**src/rtl/irq_vec_pkg.sv**
```systemverilog
package irq_vec_pkg;

  // Which kind of source produced a branch
  typedef enum logic [1:0] {
    SRC_NONE = 2'd0,
    SRC_TRAP = 2'd1,
    SRC_IRQ  = 2'd2
  } src_kind_e;

  // Branch target of slot idx in a table starting at base
  function automatic logic [31:0] slot_addr(input logic [31:0] base,
                                            input int unsigned stride,
                                            input int unsigned idx);
    return base + 32'(idx * stride);
  endfunction

endpackage

```
**src/rtl/irq_mask_reg.sv**
```systemverilog
module irq_mask_reg #(
  parameter int unsigned N = 13
) (
  input  logic         clk,
  input  logic         rst_n,
  input  logic         we,
  input  logic [N-1:0] wdata,
  output logic [N-1:0] en
);

  always_ff @(posedge clk) begin
    if (!rst_n)  en <= '0;
    else if (we) en <= wdata;
  end

endmodule

```
**src/rtl/irq_prio_enc.sv**
```systemverilog
module irq_prio_enc #(
  parameter int unsigned N = 13,
  localparam int unsigned IW = (N > 1) ? $clog2(N) : 1
) (
  input  logic          clk,
  input  logic          rst_n,
  input  logic [N-1:0]  req,
  output logic          vld,
  output logic [IW-1:0] idx
);

  logic [N-1:0] grant;

  // lowest index wins: scan downward so the last hit is the smallest
  always_comb begin
    vld = 1'b0;
    idx = '0;
    for (int i = N - 1; i >= 0; i--) begin
      if (req[i]) begin
        vld = 1'b1;
        idx = IW'(i);
      end
    end
  end

  // one-hot view for checking
  for (genvar g = 0; g < N; g++) begin : g_grant
    assign grant[g] = vld && (idx == IW'(g));
  end


  grant_onehot_chk: assert property (@(posedge clk) disable iff (!rst_n)
    $onehot0(grant));


  grant_lowest_chk: assert property (@(posedge clk) disable iff (!rst_n)
    vld |-> (((grant - 1'b1) & req) == '0) && ((grant & req) == grant));

endmodule

```
**src/rtl/irq_trap_unit.sv**
```systemverilog
module irq_trap_unit #(
  parameter int unsigned NT = 2,
  localparam int unsigned TW = (NT > 1) ? $clog2(NT) : 1
) (
  input  logic          clk,
  input  logic          rst_n,
  input  logic [NT-1:0] trap_req,
  output logic          go,
  output logic [TW-1:0] sel
);

  logic [NT-1:0] prev_q;
  logic [NT-1:0] pend_q;
  logic [NT-1:0] cand;
  logic [NT-1:0] taken;

  // new rising edges join the traps still waiting
  assign cand = pend_q | (trap_req & ~prev_q);

  always_comb begin
    go  = 1'b0;
    sel = '0;
    for (int i = NT - 1; i >= 0; i--) begin
      if (cand[i]) begin
        go  = 1'b1;
        sel = TW'(i);
      end
    end
  end

  for (genvar g = 0; g < NT; g++) begin : g_take
    assign taken[g] = go && (sel == TW'(g));
  end

  always_ff @(posedge clk) begin
    if (!rst_n) begin
      prev_q <= '0;
      pend_q <= '0;
    end else begin
      prev_q <= trap_req;
      pend_q <= cand & ~taken;
    end
  end


  trap0_first_chk: assert property (@(posedge clk) disable iff (!rst_n)
    $rose(trap_req[0]) |-> (go && sel == '0));


  trap_take_chk: assert property (@(posedge clk) disable iff (!rst_n)
    (trap_req != '0 && pend_q == '0 && $past(trap_req) == '0) |-> go);

endmodule

```
**src/rtl/irq_vec_ctrl.sv**
```systemverilog
module irq_vec_ctrl #(
  parameter int unsigned NUM_IRQ    = 13,
  parameter int unsigned VEC_W      = 16,
  parameter int unsigned TRAP_BASE  = 32'h0008,
  parameter int unsigned IRQ_BASE   = 32'h0010,
  parameter int unsigned VEC_STRIDE = 4
) (
  input  logic               clk,
  input  logic               rst_n,
  input  logic [NUM_IRQ-1:0] irq_req,
  input  logic [1:0]         trap_req,
  input  logic               mask_we,
  input  logic [NUM_IRQ-1:0] mask_wdata,
  input  logic               core_retire,
  input  logic               core_intable,
  input  logic               core_rti,
  output logic               br_req,
  output logic [VEC_W-1:0]   br_vec,
  output logic               irq_ack,
  output logic               in_service
);
  import irq_vec_pkg::*;

  localparam int unsigned IW = (NUM_IRQ > 1) ? $clog2(NUM_IRQ) : 1;

  logic [NUM_IRQ-1:0] en;
  logic [NUM_IRQ-1:0] elig;
  logic               enc_vld;
  logic [IW-1:0]      enc_idx;
  logic               trap_go;
  logic               trap_sel;
  logic               irq_go;
  src_kind_e          kind;
  logic [31:0]        tgt;

  irq_mask_reg #(.N(NUM_IRQ)) u_mask (
    .clk(clk), .rst_n(rst_n), .we(mask_we), .wdata(mask_wdata), .en(en)
  );

  assign elig = irq_req & en;

  irq_prio_enc #(.N(NUM_IRQ)) u_enc (
    .clk(clk), .rst_n(rst_n), .req(elig), .vld(enc_vld), .idx(enc_idx)
  );

  irq_trap_unit #(.NT(2)) u_trap (
    .clk(clk), .rst_n(rst_n), .trap_req(trap_req), .go(trap_go), .sel(trap_sel)
  );

  // maskable take: interruptible retire, nothing in service, no trap now
  assign irq_go = core_retire && core_intable && !in_service && enc_vld && !trap_go;

  always_comb begin
    if (trap_go)     kind = SRC_TRAP;
    else if (irq_go) kind = SRC_IRQ;
    else             kind = SRC_NONE;
  end

  always_comb begin
    case (kind)
      SRC_TRAP: tgt = slot_addr(TRAP_BASE, VEC_STRIDE, 32'(trap_sel));
      SRC_IRQ:  tgt = slot_addr(IRQ_BASE, VEC_STRIDE, 32'(enc_idx));
      default:  tgt = '0;
    endcase
  end

  always_ff @(posedge clk) begin
    if (!rst_n) begin
      br_req     <= 1'b0;
      br_vec     <= '0;
      irq_ack    <= 1'b0;
      in_service <= 1'b0;
    end else begin
      br_req  <= (kind != SRC_NONE);
      irq_ack <= (kind == SRC_IRQ);
      if (kind != SRC_NONE) begin
        br_vec     <= tgt[VEC_W-1:0];
        in_service <= 1'b1;
      end else if (core_rti) begin
        in_service <= 1'b0;
      end
    end
  end


  ack_with_branch_chk: assert property (@(posedge clk) disable iff (!rst_n)
    irq_ack |-> (br_req && in_service));


  ack_single_chk: assert property (@(posedge clk) disable iff (!rst_n)
    irq_ack |=> !irq_ack);


  no_nest_chk: assert property (@(posedge clk) disable iff (!rst_n)
    irq_ack |-> $past(!in_service));


  defer_chk: assert property (@(posedge clk) disable iff (!rst_n)
    irq_ack |-> $past(core_retire && core_intable));


  rti_clear_chk: assert property (@(posedge clk) disable iff (!rst_n)
    (core_rti && !trap_go && !irq_go) |=> !in_service);

endmodule

```
**config.mk**
```make
export PLATFORM = sky130hd
export DESIGN_NAME = irq_vec_ctrl
export DESIGN_NICKNAME = d
export VERILOG_FILES = /design/src/rtl/irq_vec_pkg.sv /design/src/rtl/irq_mask_reg.sv /design/src/rtl/irq_prio_enc.sv /design/src/rtl/irq_trap_unit.sv /design/src/rtl/irq_vec_ctrl.sv
export SDC_FILE = /design/constraint.sdc
export NUM_CORES = 1
export LEC_CHECK = 0
export BUFFER_PORTS_ARGS = -buffer_cell sky130_fd_sc_hd__buf_2
export CAP_MARGIN = 20
export CORE_MARGIN = 2
export CORE_UTILIZATION = 41
export CTS_CLUSTER_DIAMETER = 200
export DETAILED_ROUTE_END_ITERATION = 10
export PLACE_DENSITY = 0.72
export SLEW_MARGIN = 5
export SYNTH_ARGS = -nofsm -noshare
export SYNTH_HDL_FRONTEND = slang
export SYNTH_SLANG_ARGS = --single-unit
```
**constraint.sdc**
```tcl
create_clock -name clk -period 1.5 [get_ports clk]
set_input_delay 0.3 -clock clk [delete_from_list [all_inputs] [get_ports clk]]
set_output_delay 0.3 -clock clk [all_outputs]
set_load 0.005 [all_outputs]
```
==> flow_summary.json, run 1 <==
{
  "rsz0062_at_grt": "yes",
  "syn_area_um2": 1180,
  "finalMaxSlewViolations": 0,
  "drtPass1Iterations": 4,
  "r2r-start": "u_mask.en[8]",
  "layout_commonest_cell": "buf_2",
  "outcome": "completed",
  "hold_class": "in2reg",
  "fmaxAchievable_mhz": 670,
  "clkLatencyLatePin_ns": 0.30,
  "setup_viol": 0,
  "hold_viol_final": 0,
  "rr_endpoint": "br_vec[5]",
  "synthCells": 127,
  "startpoint_type": "flop",
  "holdPathStages": 2,
  "vias": 1039,
  "final_cell_mix": "buf_2, dfxtp_1, nor2_1",
  "grt_first_pass_wirelength_um": 3910,
  "place_inst": 203,
  "cp.arrival_ns": 1.70,
  "postLayoutCellArea_um2": 1470,
  "cts_setup_buffers": 0,
  "synth_cell_type_count": 30,
  "seq_area_um2": 504,
  "r2r_cells": 6,
  "end_kind": "flop",
  "max_stage_delay_ns": 0.34,
  "cts.path.max_buffers": 2,
  "cts_made_buffers": 3,
  "synth_edf_count": 0,
  "grt_pass1_vias": 987,
  "ys_top_cells_by_area": "dfxtp_1, mux2i_1, buf_4",
  "total_power_mw": 1.25,
  "path_clk_slew_ns": 0.12,
  "drtIter0Drc": 22,
  "n_fill_cell": 253,
  "drive_above_1_share": 0.347,
  "power_density_nw_per_um2": 847,
  "nets": 212,
  "fp.dieH_um": 57.6,
  "portBuffers": 41,
  "crit_path_top_delay_cell": "dfxtp_2",
  "clock-root-buffer": "clkbuf_4",
  "final.setup.tns_ns": 0,
  "multi_input_area_um2": 634,
  "place_worst_setup_slack_ns": -0.114,
  "leakagePower_nw": 0.720,
  "final_core_util": 0.539,
  "clock-sinks": 25,
  "yosys.area.top_type": "dfxtp_1",
  "wire_per_inst_um": 11.6,
  "yosys_warnings": 0,
  "hold_end": "u_trap.prev_q[1]",
  "dp_hpwl_um": 1940,
  "ir_worst_vdd_uv": 647,
  "fin_skew_ns": 0.00238,
  "gp_congestion": 0.822,
  "async_flop_share": 0,
  "placed_area_um2": 1420,
  "row_count": 19,
  "io_pins": 53,
  "grt_use_total": 0.151,
  "hp-start": "trap_req[1]",
  "antenna_cells": 0,
  "syn-mean-instance-area_um2": 9.26,
  "crit_chain": "a22o_1 > nor3b_2 > and4b_1 > ha_1 > nand2_1 > a21oi_1",
  "worstPathRequired_ns": 1.71,
  "holdWs_ns": 0.206,
  "die-area_um2": 3310,
  "drt.antenna.violating_nets": 0,
  "cts_tree": "done",
  "hold_buffers": 0,
  "die_x_um": 57.6,
  "area_delta_synth_final_pct": 25.2,
  "crit_fanout": 3,
  "ys_seq_area_frac": 0.426,
  "drc": 0,
  "period_share": 0.995,
  "core_area_um2": 2730,
  "antenna_found_initial": 0,
  "reg2reg_slack_ns": 0.007,
  "worstSetupPathType": "reg2reg",
  "ys.flop_type": "dfxtp_1",
  "ys_seq_elements": 25,
  "viasPerCell": 5.02,
  "h-tree-depth": 1,
  "grt-ovfl-total": 0,
  "period_needed_ns": 1.49,
  "cap_violations": 0,
  "final_cells": 207,
  "wl_um": 2400,
  "finalWorstSetupSlack_ns": 0.00705,
  "synth_top_area_frac": 0.426,
  "grt_max_degree": 18,
  "start_util": 0.430
}
==> routing by layer <==
metal,part of all wire,wire (um),track usage
met5,0,0,0
met4,0.013,32,0.0963
met3,0.077,186,0.0363
met2,0.49,1190,0.248
met1,0.41,997,0.175
==> cells by family after synthesis <==
kind of cell | synth area share
buffers and inverters | 0.0904
AOI/OAI and AO/OA | 0.189
other | 0.00319
muxes | 0.111
DFF | 0.426
adders and majority gates | 0.0106
and+or+nand+nor | 0.170
==> cell usage after synthesis, types with 2 or more instances <==
| cell type | number |
|---|---|
| a21oi_1 | 6 |
| nand2_1 | 16 |
| nand3_1 | 3 |
| inv_1 | 2 |
| buf_4 | 11 |
| and2_1 | 3 |
| nor2_1 | 16 |
| a22o_1 | 5 |
| a31oi_1 | 5 |
| clkbuf_1 | 2 |
| nor3_1 | 2 |
| mux2i_1 | 13 |
| dfxtp_1 | 25 |
| a22oi_4 | 2 |
==> registers in the layout (all words and copies together), names as in the netlist <==
| register | cells |
|---|---|
| br_req | 1 |
| br_vec | 5 |
| in_service | 1 |
| irq_ack | 1 |
| u_mask.en | 13 |
| u_trap.pend_q | 2 |
| u_trap.prev_q | 2 |
==> worst max path at each step <==
stage	from	slack [ns]	end
final	u_mask.en[8]	0.007	br_vec[5]
after global routing	u_mask.en[9]	-0.08	br_vec[5]
after CTS	u_mask.en[10]	0.01	br_vec[5]
after detailed placement	irq_req[9]	-0.11	br_vec[5]
after global placement	irq_req[9]	-0.08	br_vec[5]
after floorplan	irq_req[9]	0.02	br_vec[5]
==> worst max-delay path, delay by kind of cell, from the launching register on <==
kind / cells / cell delay (ns)
simple gates: 3 / 0.50
flops: 1 / 0.34
fa+ha+maj: 1 / 0.29
compound gates: 2 / 0.27
==> layout make-up <==
| class | count | share of cell area |
|---|---|---|
| timing repair buffer | 48 | 0.175 |
| tap | 31 | 0.0263 |
| inverter | 3 | 0.00765 |
| multi-input combinational | 96 | 0.431 |
| sequential | 25 | 0.342 |
| clock buffer | 4 | 0.0178 |
==> where the power goes <==
group          switching, mW  internal (mW)
Sequential            0.0226          0.700
Combinational          0.123          0.123
Clock                  0.176          0.104
==> what timing repair did <==
item,in CTS,in global routing
resized for setup,0,6
endpoints found under the setup margin,0,5
hold endpoints to repair,0,0
(Power assumes the default switching activity.)
==> run 2: changes to the inputs <==
--- a/config.mk
+++ b/config.mk
@@ -6,4 +6,5 @@
 export NUM_CORES = 1
 export LEC_CHECK = 0
+export ABC_AREA = 0
 export BUFFER_PORTS_ARGS = -buffer_cell sky130_fd_sc_hd__buf_2
 export CAP_MARGIN = 20
==> constraint.sdc (replaced) <==
create_clock -name clk -period 1.5 [get_ports clk]
set_input_delay 0.15 -clock clk [delete_from_list [all_inputs] [get_ports clk]]
set_output_delay 0.15 -clock clk [all_outputs]
set_load 0.005 [all_outputs]
==> run 2 against run 1 <==
The run now ends with setup timing left. Non-clock buffer count decreased by 1. Clock skew increased by 0.0051 ns. Hold slack got worse by 0.17 ns. Critical path depth unchanged. Critical endpoint unchanged. Largest power group unchanged. Combinational power decreased by 2%. Clock-buffer cell count decreased by 1. First-iteration DRC count decreased by 45%. Total power increased by 1.6%. Final area unchanged. Cell count decreased by 0.48%. Setup slack got worse by 0.015 ns.
==> flow_summary.json, run 2 (synthesis gave the netlist of run 1 again) <==
{
  "reg2reg_slack_ns": -0.008,
  "fp.dieH_um": 57.6,
  "drc": 0,
  "worstPathRequired_ns": 1.73,
  "cts_tree": "done",
  "power_density_nw_per_um2": 861,
  "drive_above_1_share": 0.349,
  "biggestRegsByFlops": "u_mask.en (13), br_vec (5)",
  "start_util": 0.430,
  "drtPass1Iterations": 4,
  "regMostFlops": "u_mask.en",
  "nets": 211,
  "cp.arrival_ns": 1.74,
  "wl_um": 2340,
  "cap_violations": 0,
  "crit_chain": "a22o_1 > nor3b_2 > and4b_1 > ha_1 > nand2_1 > a21oi_2",
  "hold_viol_final": 0,
  "portBuffers": 41,
  "viasPerCell": 4.93,
  "dp_hpwl_um": 1920,
  "vias": 1016,
  "period_needed_ns": 1.51,
  "antenna_found_initial": 0,
  "path_clk_slew_ns": 0.14,
  "hold_class": "in2reg",
  "critical-path-top-delay-family": "simple AND/OR/NAND/NOR gates",
  "grt-ovfl-total": 0,
  "final_cell_mix": "buf_2, dfxtp_1, nand2_1, nor2_1, mux2i_1",
  "drtIter0Drc": 12,
  "rsz0062_at_grt": "yes",
  "startpoint_type": "flop",
  "ir_worst_vdd_uv": 560,
  "antenna_cells": 0,
  "cts.path.max_buffers": 2,
  "die_x_um": 57.6,
  "end_kind": "flop",
  "worstSetupPathType": "reg2reg",
  "place_worst_setup_slack_ns": 0.0249,
  "grt_pass1_vias": 960,
  "finalMaxSlewViolations": 0,
  "layout_commonest_cell": "buf_2",
  "clkLatencyLatePin_ns": 0.32,
  "area_delta_synth_final_pct": 25.2,
  "h-tree-depth": 1,
  "crit_buf_inv": 0,
  "crit_fanout": 3,
  "wire_per_inst_um": 11.4,
  "outcome": "finished with violations",
  "clock-sinks": 25,
  "fin_skew_ns": 0.00745,
  "leakagePower_nw": 0.713,
  "io_pins": 53,
  "setup_viol": 1,
  "grt_max_degree": 18,
  "final.setup.tns_ns": -0.00774,
  "clock-root-buffer": "clkbuf_4",
  "finalWorstSetupSlack_ns": -0.00774,
  "max_stage_delay_ns": 0.34,
  "grt_first_pass_wirelength_um": 3820,
  "largest_reg_flops": 13,
  "gp_congestion": 0.793,
  "period_share": 1.01,
  "core_area_um2": 2730,
  "crit_path_top_delay_cell": "dfxtp_2",
  "fmaxAchievable_mhz": 663,
  "drt.antenna.violating_nets": 0,
  "violations": "setup timing",
  "cts_made_buffers": 3,
  "die-area_um2": 3310,
  "grt_use_total": 0.148,
  "row_count": 19
}
==> run 2: cell types whose count changed in the layout (fill, tap and decap cells not counted), sizes merged <==
| cell | change |
|---|---|
| buf | -1 |
| clkinvlp | +1 |
| clkbuf | -1 |
==> run 2: area by class of cell <==
class | count | area (um^2)
clock inverter | 1 | 7.51
multi-input combinational | 96 | 641
tap | 31 | 38.8
inverter | 3 | 11.3
clock buffer | 3 | 22.5
sequential | 25 | 502
fill | 263 | 1260
timing repair buffer | 47 | 250
==> run 2: worst paths after layout <==
| kind | depth (start not counted) | from | end |
|---|---|---|---|
| hold / removal | 2 | trap_req[1] | u_trap.prev_q[1] |
| setup / recovery | 6 | u_mask.en[11] | br_vec[5] |
| setup reg to reg | 6 | u_mask.en[11] | br_vec[5] |
| hold reg to reg | 2 | br_vec[6] | br_vec[6] |
==> run 2: where the power goes <==
group	leakage (nW)	internal, mW	switching, mW
Combinational	0.493	0.120	0.121
Sequential	0.207	0.699	0.0222
Clock	0.0139	0.102	0.203
Total	0.713	0.921	0.347
==> run 2: metal layers <==
layer,up-vias,part of all wire,GRT usage
li1,525,-,-
met1,453,0.43,0.171
met2,34,0.48,0.253
met3,4,0.069,0.0317
met4,0,0.012,0.0797
met5,-,0,0
==> run 2: repair_timing <==
item,in CTS,in global routing
buffers inserted,0,2
gates resized for setup,0,6
endpoints found under the setup margin,0,4
hold buffers,0,0
==> run 2: per-stage QoR <==
| stage | util | instance area, um^2 | hold slack (ns) | std cells | power (mW) |
|---|---|---|---|---|---|
| after floorplan | - | 1220 | 0.266 | 138 | 0.886 |
| after detailed placement | 0.511 | 1400 | 0.374 | 200 | 0.962 |
| after global routing | 0.539 | 1470 | 0.0218 | 206 | 1.34 |
| final | 0.539 | 1470 | 0.0373 | 206 | 1.27 |
| after global placement | 0.511 | 1400 | 0.367 | 200 | 0.955 |
| after CTS | 0.522 | 1430 | 0.0284 | 204 | 1.26 |
==> run 3: changes to the inputs <==
- CORE_UTILIZATION: 41 -> 46
- PLACE_DENSITY: 0.72 -> 0.76
- clock period: 1.5 -> 1.6 ns (I/O delays scaled with it)
==> run 3 against run 2 <==
The run now ends clean. Sequential share of layout area is 0.83 points higher. Critical path depth did not move. Combinational power shrank 8.3%. Final area fell by 2.4%. Total power is 5.8% lower. Maximum frequency shrank 1.8%. Sequential power shrank 6.1%. Clock power shrank 3%. Wire length grew 6.6%. Critical endpoint unchanged.
==> flow_summary.json, run 3 (synthesis gave the netlist of run 1 again) <==
{
  "outcome": "completed",
  "setup_viol": 0,
  "area_delta_synth_final_pct": 22.2,
  "die_x_um": 54.6,
  "fp.dieH_um": 54.6,
  "start_util": 0.479,
  "worstPathRequired_ns": 1.88,
  "io_pins": 53,
  "hold_viol_final": 0,
  "internal_power_uw": 860,
  "largest_reg_flops": 13,
  "final_cell_mix": "buf_2, dfxtp_1, nor2_1",
  "gp_congestion": 0.737,
  "wire_per_inst_um": 12.4,
  "layout_commonest_cell": "buf_2",
  "biggestRegsByFlops": "u_mask.en (13), br_vec (5)",
  "clockPowerShare": 0.247,
  "period_share": 0.960,
  "leakagePower_nw": 0.695,
  "fin_skew_ns": 0.0134,
  "antenna_found_initial": 0,
  "crit_fanout": 3,
  "drive_above_1_share": 0.337,
  "n_fill_cell": 237,
  "die-area_um2": 2980,
  "clock-root-buffer": "clkbuf_4",
  "grt_pass1_vias": 958,
  "drtIter0Drc": 11,
  "hold_buffers": 0,
  "core_area_um2": 2450,
  "path_clk_slew_ns": 0.15,
  "drtPass1Iterations": 4,
  "worstSetupPathType": "reg2reg",
  "grt_max_degree": 18,
  "final.setup.tns_ns": 0,
  "end_kind": "flop",
  "drc": 0,
  "fmaxAchievable_mhz": 651,
  "grt-ovfl-total": 0,
  "cap_violations": 0,
  "cts_made_buffers": 3,
  "finalMaxSlewViolations": 0,
  "cts_tree": "done",
  "antenna_cells": 0,
  "clkLatencyLatePin_ns": 0.33,
  "rsz0062_at_grt": "yes",
  "wl_um": 2500,
  "nets": 208,
  "power_density_nw_per_um2": 830,
  "holdWs_ns": 0.0368,
  "grt_first_pass_wirelength_um": 3960,
  "row_count": 18,
  "startpoint_type": "flop",
  "p_seq_frac": 0.568,
  "switching_share": 0.280,
  "vias": 1038,
  "hold_class": "in2reg",
  "grt_use_total": 0.183,
  "cp.arrival_ns": 1.81,
  "cts.path.max_buffers": 2,
  "viasPerCell": 5.14,
  "power.switching_uw": 334,
  "h-tree-depth": 1,
  "clock-sinks": 25,
  "dp_hpwl_um": 1930,
  "ir_worst_vdd_uv": 591,
  "portBuffers": 41,
  "p_comb_frac": 0.185,
  "drt.antenna.violating_nets": 0,
  "regMostFlops": "u_mask.en",
  "period_needed_ns": 1.54
}
## run 3: timing repair
item | in CTS | in global routing
resized for setup | 0 | 4
buffers inserted | 0 | 1
setup endpoints to repair | 0 | 3
## run 3: final timing paths
kind | slack (ns) | depth (start not counted) | from | end
max | 0.06 | 6 | u_mask.en[11] | br_vec[5]
min | 0.04 | 2 | trap_req[1] | u_trap.prev_q[1]
min reg2reg | 0.48 | 2 | br_vec[6] | br_vec[6]
max reg2reg | 0.06 | 6 | u_mask.en[11] | br_vec[5]
## run 3: final cells by class
class / count / area (um^2) / area share
repair buffers: 44 / 228 / 0.158
clock inverters: 1 / 7.51 / 0.00522
flip-flops and latches: 25 / 502 / 0.349
clock buffers: 3 / 22.5 / 0.0157
multi-input cells: 96 / 629 / 0.438
inverters: 3 / 11.3 / 0.00783
well taps: 30 / 37.5 / 0.0261
## run 3: power groups by stage
stage | Sequential, mW | Clock [mW] | Combinational (mW)
after floorplan | 0.688 | 0 | 0.142
after global placement | 0.689 | 0 | 0.201
after detailed placement | 0.692 | 0 | 0.207
after CTS | 0.678 | 0.298 | 0.209
after global routing | 0.683 | 0.323 | 0.249
final | 0.678 | 0.295 | 0.221
## run 3: critical path: stages, from the launching register on
cell,delay (ns)
dfxtp_2,0.35
a22o_1,0.26
nor3b_2,0.21
and4b_1,0.24
ha_4,0.27
nand2_2,0.04
a21oi_2,0.12
## run 3: layer usage
| metal | up-vias | track usage | share of wire |
|---|---|---|---|
| li1 | 519 | - | - |
| met1 | 487 | 0.217 | 0.43 |
| met2 | 30 | 0.313 | 0.52 |
| met3 | 2 | 0.0301 | 0.043 |
| met4 | 0 | 0.0958 | 0.0060 |
| met5 | - | 0 | 0 |
## run 3: metrics by stage
step / cells / setup slack (ns) / area, um^2 / total power, mW / util
2_1_floorplan: 138 / 0.121 / 1220 / 0.830 / -
3_3_place_gp: 197 / 0.140 / 1380 / 0.890 / 0.562
3_5_place_dp: 197 / 0.106 / 1380 / 0.899 / 0.562
4_1_cts: 201 / 0.0961 / 1410 / 1.18 / 0.574
5_1_grt: 202 / -0.0281 / 1440 / 1.25 / 0.586
6_report: 202 / 0.0647 / 1440 / 1.19 / 0.586
